## config.mk

```make
export PLATFORM = sky130hd
export DESIGN_NAME = rst_pulse_ctrl
export DESIGN_NICKNAME = d
export VERILOG_FILES = /design/src/rtl/rpc_pkg.sv /design/src/rtl/rpc_debounce.sv /design/src/rtl/rpc_pulse_timer.sv /design/src/rtl/rpc_cause_flags.sv /design/src/rtl/rst_pulse_ctrl.sv
export SDC_FILE = /design/constraint.sdc
export NUM_CORES = 1
export LEC_CHECK = 0
export CAP_MARGIN = 10
export CORE_UTILIZATION = 35
export CTS_BUF_LIST = sky130_fd_sc_hd__clkbuf_4 sky130_fd_sc_hd__clkbuf_8
export DETAILED_ROUTE_END_ITERATION = 8
export PLACE_DENSITY = 0.62
export SYNTH_ARGS = -nofsm -noshare
export SYNTH_HDL_FRONTEND = slang
export SYNTH_SLANG_ARGS = --single-unit
```

## constraint.sdc

```tcl
create_clock -name clk -period 2.1 [get_ports clk]
set_clock_uncertainty 0.05 [all_clocks]
set_input_delay 0.42 -clock clk [delete_from_list [all_inputs] [get_ports clk]]
set_output_delay 0.42 -clock clk [all_outputs]
set_load 0.05 [all_outputs]
```

## src/rtl/rpc_pkg.sv

```systemverilog
// Package rpc_pkg: shared constants and types for the reset pulse controller.
// Assumes an 8-bit status byte; flag bit positions are fixed for software.
package rpc_pkg;
    localparam int unsigned REG_W   = 8;
    localparam int unsigned WTR_POS = 7;   // watchdog cause flag
    localparam int unsigned POR_POS = 6;   // power / manual cause flag

    typedef struct packed {
        logic supply;
        logic manual;
        logic wdog;
    } rst_cause_t;
endpackage

```

## src/rtl/rpc_debounce.sv

```systemverilog
// Module rpc_debounce: accepts an external low on the reset pin only after it
// has been seen low on TICKS consecutive millisecond ticks. Any high level, or
// the block's own drive, restarts the count.
// Assumes ms_tick is a one-cycle strobe and pin_low is already synchronised.
module rpc_debounce #(
    parameter int unsigned TICKS = 4
) (
    input  logic clk,
    input  logic rst_n,
    input  logic ms_tick,
    input  logic pin_low,
    input  logic drive_active,
    output logic manual_req
);
    localparam int unsigned W = $clog2(TICKS + 1);

    logic [W-1:0] run;

    // Count consecutive low ticks; clear on high level or own drive.
    always_ff @(posedge clk) begin
        if (!rst_n) begin
            run <= '0;
        end else if (!pin_low || drive_active) begin
            run <= '0;
        end else if (ms_tick && run != W'(TICKS)) begin
            run <= run + W'(1);
        end
    end

    // Request on the tick that completes the required run.
    assign manual_req = ms_tick && pin_low && !drive_active && (run == W'(TICKS - 1));


    run_bound_chk: assert property (@(posedge clk) disable iff (!rst_n) run <= W'(TICKS));

    no_self_trigger_chk: assert property (@(posedge clk) disable iff (!rst_n)
        drive_active |=> (run == '0));
endmodule

```

## src/rtl/rpc_pulse_timer.sv

```systemverilog
// Module rpc_pulse_timer: stretches any request into a reset pulse that lasts
// until PULSE_MS+1 ticks after the last request (at least PULSE_MS full
// milliseconds). Emits a one-cycle strobe when the pulse ends.
// Assumes req may be a level held for many cycles.
module rpc_pulse_timer #(
    parameter int unsigned PULSE_MS = 100
) (
    input  logic clk,
    input  logic rst_n,
    input  logic ms_tick,
    input  logic req,
    output logic active,
    output logic release_stb
);
    localparam int unsigned LOAD = PULSE_MS + 1;
    localparam int unsigned W    = $clog2(LOAD + 1);

    logic [W-1:0] remain;

    // Load on request, count down on ticks, end pulse on the last tick.
    always_ff @(posedge clk) begin
        if (!rst_n) begin
            active      <= 1'b0;
            remain      <= '0;
            release_stb <= 1'b0;
        end else begin
            release_stb <= 1'b0;
            if (req) begin
                active <= 1'b1;
                remain <= W'(LOAD);
            end else if (active && ms_tick) begin
                if (remain == W'(1)) begin
                    active      <= 1'b0;
                    remain      <= '0;
                    release_stb <= 1'b1;
                end else begin
                    remain <= remain - W'(1);
                end
            end
        end
    end


    end_on_tick_chk: assert property (@(posedge clk) disable iff (!rst_n)
        $fell(active) |-> ($past(ms_tick) && !$past(req)));

    release_edge_chk: assert property (@(posedge clk) disable iff (!rst_n)
        release_stb |-> (!active && $past(active)));

    release_single_chk: assert property (@(posedge clk) disable iff (!rst_n)
        release_stb |=> !release_stb);

    remain_bound_chk: assert property (@(posedge clk) disable iff (!rst_n)
        remain <= W'(LOAD));
endmodule

```

## src/rtl/rpc_cause_flags.sv

```systemverilog
// Module rpc_cause_flags: two sticky reset-cause flags. Hardware sets them;
// a register write with a 0 in a flag's bit clears it; set beats clear.
// Assumes set inputs are single-cycle or level; both are honoured each cycle.
module rpc_cause_flags
    import rpc_pkg::*;
(
    input  logic             clk,
    input  logic             rst_n,
    input  logic             set_por,
    input  logic             set_wtr,
    input  logic             wr_en,
    input  logic             keep_por,
    input  logic             keep_wtr,
    output logic [REG_W-1:0] rdata
);
    logic por_q;
    logic wtr_q;
    logic clr_por;
    logic clr_wtr;

    // Decode the clear request for each flag.
    always_comb begin
        clr_por = wr_en && !keep_por;
        clr_wtr = wr_en && !keep_wtr;
    end

    // Sticky flags: set has priority over clear.
    always_ff @(posedge clk) begin
        if (!rst_n) begin
            por_q <= 1'b0;
            wtr_q <= 1'b0;
        end else begin
            por_q <= set_por || (por_q && !clr_por);
            wtr_q <= set_wtr || (wtr_q && !clr_wtr);
        end
    end

    // Assemble the status byte.
    always_comb begin
        rdata          = '0;
        rdata[POR_POS] = por_q;
        rdata[WTR_POS] = wtr_q;
    end


    por_clear_only_by_write_chk: assert property (@(posedge clk) disable iff (!rst_n)
        $fell(por_q) |-> ($past(wr_en) && !$past(keep_por)));

    wtr_clear_only_by_write_chk: assert property (@(posedge clk) disable iff (!rst_n)
        $fell(wtr_q) |-> ($past(wr_en) && !$past(keep_wtr)));

    por_set_cause_chk: assert property (@(posedge clk) disable iff (!rst_n)
        $rose(por_q) |-> $past(set_por));

    wtr_set_wins_chk: assert property (@(posedge clk) disable iff (!rst_n)
        set_wtr |=> wtr_q);
endmodule

```

## src/rtl/rst_pulse_ctrl.sv

```systemverilog
// Module rst_pulse_ctrl: top of the system reset pulse controller. Merges the
// manual, low-supply and watchdog causes into one pulse on the shared pin and
// records the cause flags.
// Assumes pin_sense_n is synchronised to clk upstream; ms_tick is one cycle.
module rst_pulse_ctrl
    import rpc_pkg::*;
#(
    parameter int unsigned PULSE_MS       = 100,
    parameter int unsigned DEBOUNCE_TICKS = 4
) (
    input  logic             clk,
    input  logic             rst_n,
    input  logic             ms_tick,
    input  logic             pin_sense_n,
    input  logic             supply_low,
    input  logic             wdog_fault,
    input  logic             wdog_allow,
    input  logic             reg_wr,
    input  logic [REG_W-1:0] reg_wdata,
    output logic [REG_W-1:0] reg_rdata,
    output logic             pin_drive_en,
    output logic             rst_release
);
    rst_cause_t cause;
    logic       manual_req;
    logic       any_req;
    logic       unused_wbits;

    assign unused_wbits = ^reg_wdata[POR_POS-1:0];

    rpc_debounce #(.TICKS(DEBOUNCE_TICKS)) u_debounce (
        .clk          (clk),
        .rst_n        (rst_n),
        .ms_tick      (ms_tick),
        .pin_low      (!pin_sense_n),
        .drive_active (pin_drive_en),
        .manual_req   (manual_req)
    );

    // Collect the three reset causes for this cycle.
    always_comb begin
        cause.supply = supply_low;
        cause.manual = manual_req;
        cause.wdog   = wdog_fault && wdog_allow;
        any_req      = |cause;
    end

    rpc_pulse_timer #(.PULSE_MS(PULSE_MS)) u_timer (
        .clk         (clk),
        .rst_n       (rst_n),
        .ms_tick     (ms_tick),
        .req         (any_req),
        .active      (pin_drive_en),
        .release_stb (rst_release)
    );

    rpc_cause_flags u_flags (
        .clk      (clk),
        .rst_n    (rst_n),
        .set_por  (cause.supply || cause.manual),
        .set_wtr  (cause.wdog),
        .wr_en    (reg_wr),
        .keep_por (reg_wdata[POR_POS]),
        .keep_wtr (reg_wdata[WTR_POS]),
        .rdata    (reg_rdata)
    );


    manual_drives_chk: assert property (@(posedge clk) disable iff (!rst_n)
        manual_req |=> pin_drive_en);

    supply_holds_chk: assert property (@(posedge clk) disable iff (!rst_n)
        supply_low |=> pin_drive_en);

    wdog_blocked_chk: assert property (@(posedge clk) disable iff (!rst_n)
        (wdog_fault && !wdog_allow && !supply_low && !manual_req && !pin_drive_en)
        |=> !pin_drive_en);

    spare_bits_chk: assert property (@(posedge clk) disable iff (!rst_n)
        reg_rdata[POR_POS-1:0] == '0);
endmodule

```

# Word-level counts from Yosys, hierarchy flattened
# Index checks and enable logic that the tools add are counted.
# W data, S select, Z words.
# op_classes
n_bitwise	2
eq_ne	3
add_sub_neg	2
reduce_logical	27
n_mux	7
# op_table
op	count
$mux W7	3
$logic_and A1 B1 Y1	10
$eq A7 B1 Y1 const B	1
$sub A7 B1 Y7 const B	1
$logic_not A1 Y1	6
$reduce_or A5 Y1	1
$logic_or A1 B1 Y1	4
$mux W1	4
$reduce_bool A2 Y1	2
$reduce_or A4 Y1	1
$add A3 B1 Y3 const B	1
$eq A3 B2 Y1 const B	1
$ne A3 B3 Y1 const B	1
$reduce_or A3 Y1	1
$not A1 Y1	2
$reduce_and A2 Y1	1
$reduce_or A2 Y1	1
# totals
out_inout_bits	10
reg_bits	14
in_bits	16

# Longest topological paths before layout
# logic_depth
depth_word	7
ltp_mapped	5
mapped_depth_nobuf	5

# Hierarchy
# From an unflattened synthesis, not the netlist that was laid out.
# hier_totals
hier_cells	93
hier_area_um2	824.5
# by_module_without_submodules
module	cells_each	instances	area_each_um2
rpc_pulse_timer	51	1	460.4
rpc_debounce	21	1	191.4
rpc_cause_flags	17	1	146.4
rst_pulse_ctrl	4	1	26.3

# Worst setup path after synthesis
# OpenSTA, ideal clock, no wires.
# synth_timing
path_kind	reg-to-reg
startpoint	register u_timer.active
endpoint	register u_timer.remain[3]
period_less_slack_ps	1743
arrival_time_ps	1607
path_stages_with_launch	5
slack_ps	357
n_path_buf	1
required_time_ps	1964
cell_sequence	dfxtp_1 buf_4 nand4bb_2 or3_2 a211oi_1
# synth_between
elab_chain_cells	4
# synth_lines
element	line	rtl
start, declared	rpc_pulse_timer.sv:12	output logic active,
start signal, assigned	rpc_pulse_timer.sv:23	active <= 1'b0;
start signal, assigned	rpc_pulse_timer.sv:29	active <= 1'b1;
start signal, assigned	rpc_pulse_timer.sv:33	active <= 1'b0;
$logic_not A1 Y1	rpc_debounce.sv:31	assign manual_req = ms_tick && pin_low && !drive_active && (run == W'(TICKS - 1));
$logic_and A1 B1 Y1 (2 in series)	rpc_debounce.sv:31	
$reduce_or A4 Y1 (no line)	n/a	
end signal, assigned	rpc_pulse_timer.sv:30	remain <= W'(LOAD);
end signal, assigned	rpc_pulse_timer.sv:37	remain <= remain - W'(1);
end, declared	rpc_pulse_timer.sv:18	logic [W-1:0] remain;
# Parallel ways exist; a longest one is shown, timed or not.
# A chain may end at the register's enable or synchronous reset.

# Worst setup path in the final report
# layout_timing
startpoint	register u_flags.por_q
endpoint	output reg_rdata[6]
# layout_rtl
element	line	rtl
start, declared	rpc_cause_flags.sv:16	logic por_q;
start signal, assigned	rpc_cause_flags.sv:33	por_q <= set_por || (por_q && !clr_por);
end, declared	rst_pulse_ctrl.sv:20	output logic [REG_W-1:0] reg_rdata,
# No word-level cell between the ends.

==> flow_summary.rst <==
.. list-table::
   :header-rows: 1

   * - Metric
     - Value
   * - Max-capacitance violation count
     - 0
   * - CTS Root Cell
     - sky130_fd_sc_hd__clkbuf_4
   * - Placed cell area
     - 943.4 sq um
   * - CP endpoint kind
     - primary output
   * - Inserted Clock Buffers
     - 3
   * - Maximum number of pins on one net before global-route repair
     - 11
   * - Die extent in x
     - ~50 um
   * - Worst Hold Margin
     - 428.6 ps
   * - Crit-path max cell delay
     - 800 ps
   * - Vias in the first global route
     - between 600 and 700
   * - Mapped Cells
     - 89
   * - Detailed-route via count
     - 679
   * - Final Cycle Share
     - 0.8939
   * - Site Rows
     - 17
   * - DIE AREA
     - 2502 sq um
   * - Area of the core
     - 2191 sq um
   * - Maximum clock frequency
     - 0.5327 GHz
   * - Fraction of layout cells with a size suffix above 1
     - 0.1250
   * - Global-route wire length before repair
     - about 2600 um
   * - Unrepaired setup endpoints after global routing
     - no
   * - Fraction of the yosys area taken by sequential cells
     - 0.3473
   * - Distinct cells, synth
     - 31
   * - Compound-Gate Fraction of Synth Area
     - 0.2093
   * - First-iteration detailed-routing DRC count
     - 10
   * - Worst path top cell family by delay
     - buffers and inverters
   * - Yosys top cell by area
     - sky130_fd_sc_hd__dfxtp_1
   * - Post-synthesis share of cell area spent on full adders, half adders and majority gates
     - 0.07752
   * - Number of synthesis warnings
     - 0
   * - Residual antenna-violating net count after detailed routing
     - 0
   * - Hold WC Path Type
     - reg2reg
   * - Post-synthesis share of cell area spent on xor and xnor gates
     - 0.01085
   * - H-tree levels
     - 1
   * - Final hold vios
     - 0
   * - Maximum ir drop on the vdd rail
     - about 0.31 mV
   * - Clock slew at the register clock pins of the worst setup and hold paths
     - 80 ps
   * - Primary FF master, synth
     - sky130_fd_sc_hd__dfxtp_1
   * - Antenna violations before repair
     - 0
   * - GPL Wtd Cong
     - approximately 0.8
   * - CP arrival
     - approximately 1400 ps
   * - Starting density of the core
     - 0.3684
   * - Biggest fanout along the worst timing path
     - 2
   * - DRC violation count after routing
     - 0
   * - Area overhead of the layout relative to synthesis
     - 19.69%
   * - IO Pins
     - 26
   * - Crit path buf inv count
     - 1
   * - Number of hold buffers added after cts
     - 0
   * - TritonCTS clock tree
     - built
   * - Standby leakage power
     - 0.0003614 uW
   * - Worst path cell trace
     - clkdlybuf4s50_1
   * - Utilization of the core after routing
     - 0.4409
   * - Transition time at the pin with the least slew margin
     - approximately 500 ps
   * - Leading cell type by number of instances after synthesis
     - sky130_fd_sc_hd__dfxtp_1
   * - Number of input and output port buffers inserted
     - 13
   * - Iteration count of the initial detailed-routing pass
     - 4
   * - Worst Path Required
     - approximately 1600 ps
   * - Maximum buffer depth of the clock tree
     - 2
   * - Latest clock arrival within the worst-skew pair
     - 280 ps
   * - Final period demand of the worst path
     - 1877 ps
   * - Overall overflow remaining after global route
     - 0
   * - Global-route total usage across every layer
     - 0.1405
   * - Total power divided by cell area
     - roughly 600 nW/um^2
   * - Cells taking the most area after synthesis
     - sky130_fd_sc_hd__dfxtp_1 35%, sky130_fd_sc_hd__buf_4 9.3%, sky130_fd_sc_hd__ha_1 7.8%
   * - Aggregate negative setup slack
     - 0 ps
   * - Number of synthesized flops with an enable pin
     - 0
   * - Worst Setup Start Kind
     - flop
   * - Yosys reg bits
     - 14
   * - Aggregate routed wire length
     - 1579 um
   * - Slew Limit Fails
     - 0
   * - Class of the most critical setup path
     - reg2out
   * - Total power
     - 581.6 uW
   * - Post-cts resize count
     - 0
   * - Remaining max-slew budget at the tightest pin
     - 0.6671
   * - Wire length per cell
     - between 10 and 15 um
   * - Post-layout nets
     - 127
   * - Crit-path slowest cell
     - sky130_fd_sc_hd__clkdlybuf4s50_1
   * - Combinational family with the most area after synthesis
     - compound AO/OA/AOI/OAI gates
   * - Cell types with the highest counts after synthesis
     - 14 x sky130_fd_sc_hd__dfxtp_1, 10 x sky130_fd_sc_hd__buf_4, 9 x sky130_fd_sc_hd__inv_1
   * - Post-route cell area
     - 965.9 sq um
   * - Post-synthesis cell area
     - 807.0 sq um
   * - Finish-stage setup viols
     - 0
   * - Mean cell area of the mapped netlist
     - 9.068 sq um
   * - Area fraction of the dominant cell type after synthesis
     - 0.3473
   * - Ant diodes
     - 0
   * - Hpwl dp
     - 1267 um
   * - Fraction of synthesized area in multiplexers
     - 0.01240
   * - DIE HEIGHT
     - approximately 50 um
   * - TritonCTS sink count
     - 14
   * - Setup Buffers After CTS
     - 0
   * - Basic-gate share of the synthesized area counting and, or, nand and nor cells
     - 0.2031
   * - Average via count per standard cell
     - 5.144
   * - Fraction of registers with async set or reset after synthesis
     - 0
   * - Run status
     - finished clean
worst reg2reg max path, cell delays in order, from the launching register on:
cell,delay (ps)
sky130_fd_sc_hd__dfxtp_1,390
sky130_fd_sc_hd__or4_4,550
sky130_fd_sc_hd__o21a_1,200
sky130_fd_sc_hd__o31a_1,220
worst paths after layout:
kind / slack, ps / start / endpoint / cells after the start
worst min register to register: 430 / u_flags.wtr_q$_SDFF_PN0_ / u_flags.wtr_q$_SDFF_PN0_ / 2
worst max register to register: 580 / u_timer.remain[2]$_SDFFE_PN0P_ / u_timer.remain[6]$_SDFFE_PN0P_ / 3
worst max-delay path: 220 / u_flags.por_q$_SDFF_PN0_ / reg_rdata[6] / 1
worst min-delay path: 430 / u_flags.wtr_q$_SDFF_PN0_ / u_flags.wtr_q$_SDFF_PN0_ / 2
report_power, final:
part / switching, uW / internal [uW]
Combinational: 80.2 / 54.8
Sequential: 15.6 / 278
Clock: 86.6 / 66.5
state kept, by name, summed over array words and instances, names as in the netlist:
| name | cells |
|---|---|
| u_timer.remain | 7 |
| u_debounce.run | 3 |
| u_flags.por_q | 1 |
| u_flags.wtr_q | 1 |
| u_timer.active | 1 |
| u_timer.release_stb | 1 |
layout by cell type (no fill, tap or decap):
cell                              instances
sky130_fd_sc_hd__a211oi_1                 4
sky130_fd_sc_hd__a21boi_0                 1
sky130_fd_sc_hd__a21oi_1                  5
sky130_fd_sc_hd__a311oi_1                 1
sky130_fd_sc_hd__a31oi_1                  2
sky130_fd_sc_hd__and2_1                   1
sky130_fd_sc_hd__buf_4                    5
sky130_fd_sc_hd__clkbuf_4                 3
sky130_fd_sc_hd__clkdlybuf4s50_1         12
sky130_fd_sc_hd__conb_1                   6
sky130_fd_sc_hd__dfxtp_1                 14
sky130_fd_sc_hd__ha_1                     5
sky130_fd_sc_hd__inv_1                    9
sky130_fd_sc_hd__mux2i_1                  1
sky130_fd_sc_hd__nand2_1                  3
sky130_fd_sc_hd__nand2b_1                 2
sky130_fd_sc_hd__nand3_1                  1
sky130_fd_sc_hd__nand3_4                  1
sky130_fd_sc_hd__nand4bb_1                1
sky130_fd_sc_hd__nand4bb_2                1
sky130_fd_sc_hd__nor2_1                   2
sky130_fd_sc_hd__nor2b_1                  1
sky130_fd_sc_hd__nor3_1                   1
sky130_fd_sc_hd__nor4_1                   4
sky130_fd_sc_hd__o21a_1                   2
sky130_fd_sc_hd__o21ai_0                  4
sky130_fd_sc_hd__o31a_1                   4
sky130_fd_sc_hd__o31ai_1                  2
sky130_fd_sc_hd__or3_1                    1
sky130_fd_sc_hd__or3_2                    2
sky130_fd_sc_hd__or4_1                    1
sky130_fd_sc_hd__or4_4                    1
sky130_fd_sc_hd__xnor2_1                  1
metal layers:
layer,track usage,vias to the layer above,share of wire
met3,0.03086,2,0.033
met2,0.2489,18,0.51
li1,-,342,-
met4,0.05714,0,0.0076
met1,0.1593,317,0.45
met5,0,-,0
stage by stage:
stage / worst slack [ps] / std cells
6_report: 222.8 / 132
5_1_grt: 175.8 / 132
4_1_cts: 205.2 / 132
3_5_place_dp: 115.4 / 129
3_3_place_gp: 126.1 / 129
2_1_floorplan: 357.3 / 94
final cells by class:
class                   instances  area (sq um)
inverters                       9         33.78
well taps                      28         35.03
flip-flops and latches         14         280.3
clock buffers                   3         22.52
repair buffers                 17         157.7
multi-input cells              61         436.7
fillers                       218          1225
cell families (layout without fill, tap and decap cells):
group,after synthesis,in the layout
AO/OA/AOI/OAI,25,25
XOR/XNOR,1,1
adder cells (fa/ha/maj),5,5
buffers and inverters,19,29
flip-flops,14,14
multiplexers,1,1
other,1,6
AND/OR/NAND/NOR,23,23
(Power assumes the default switching activity.)
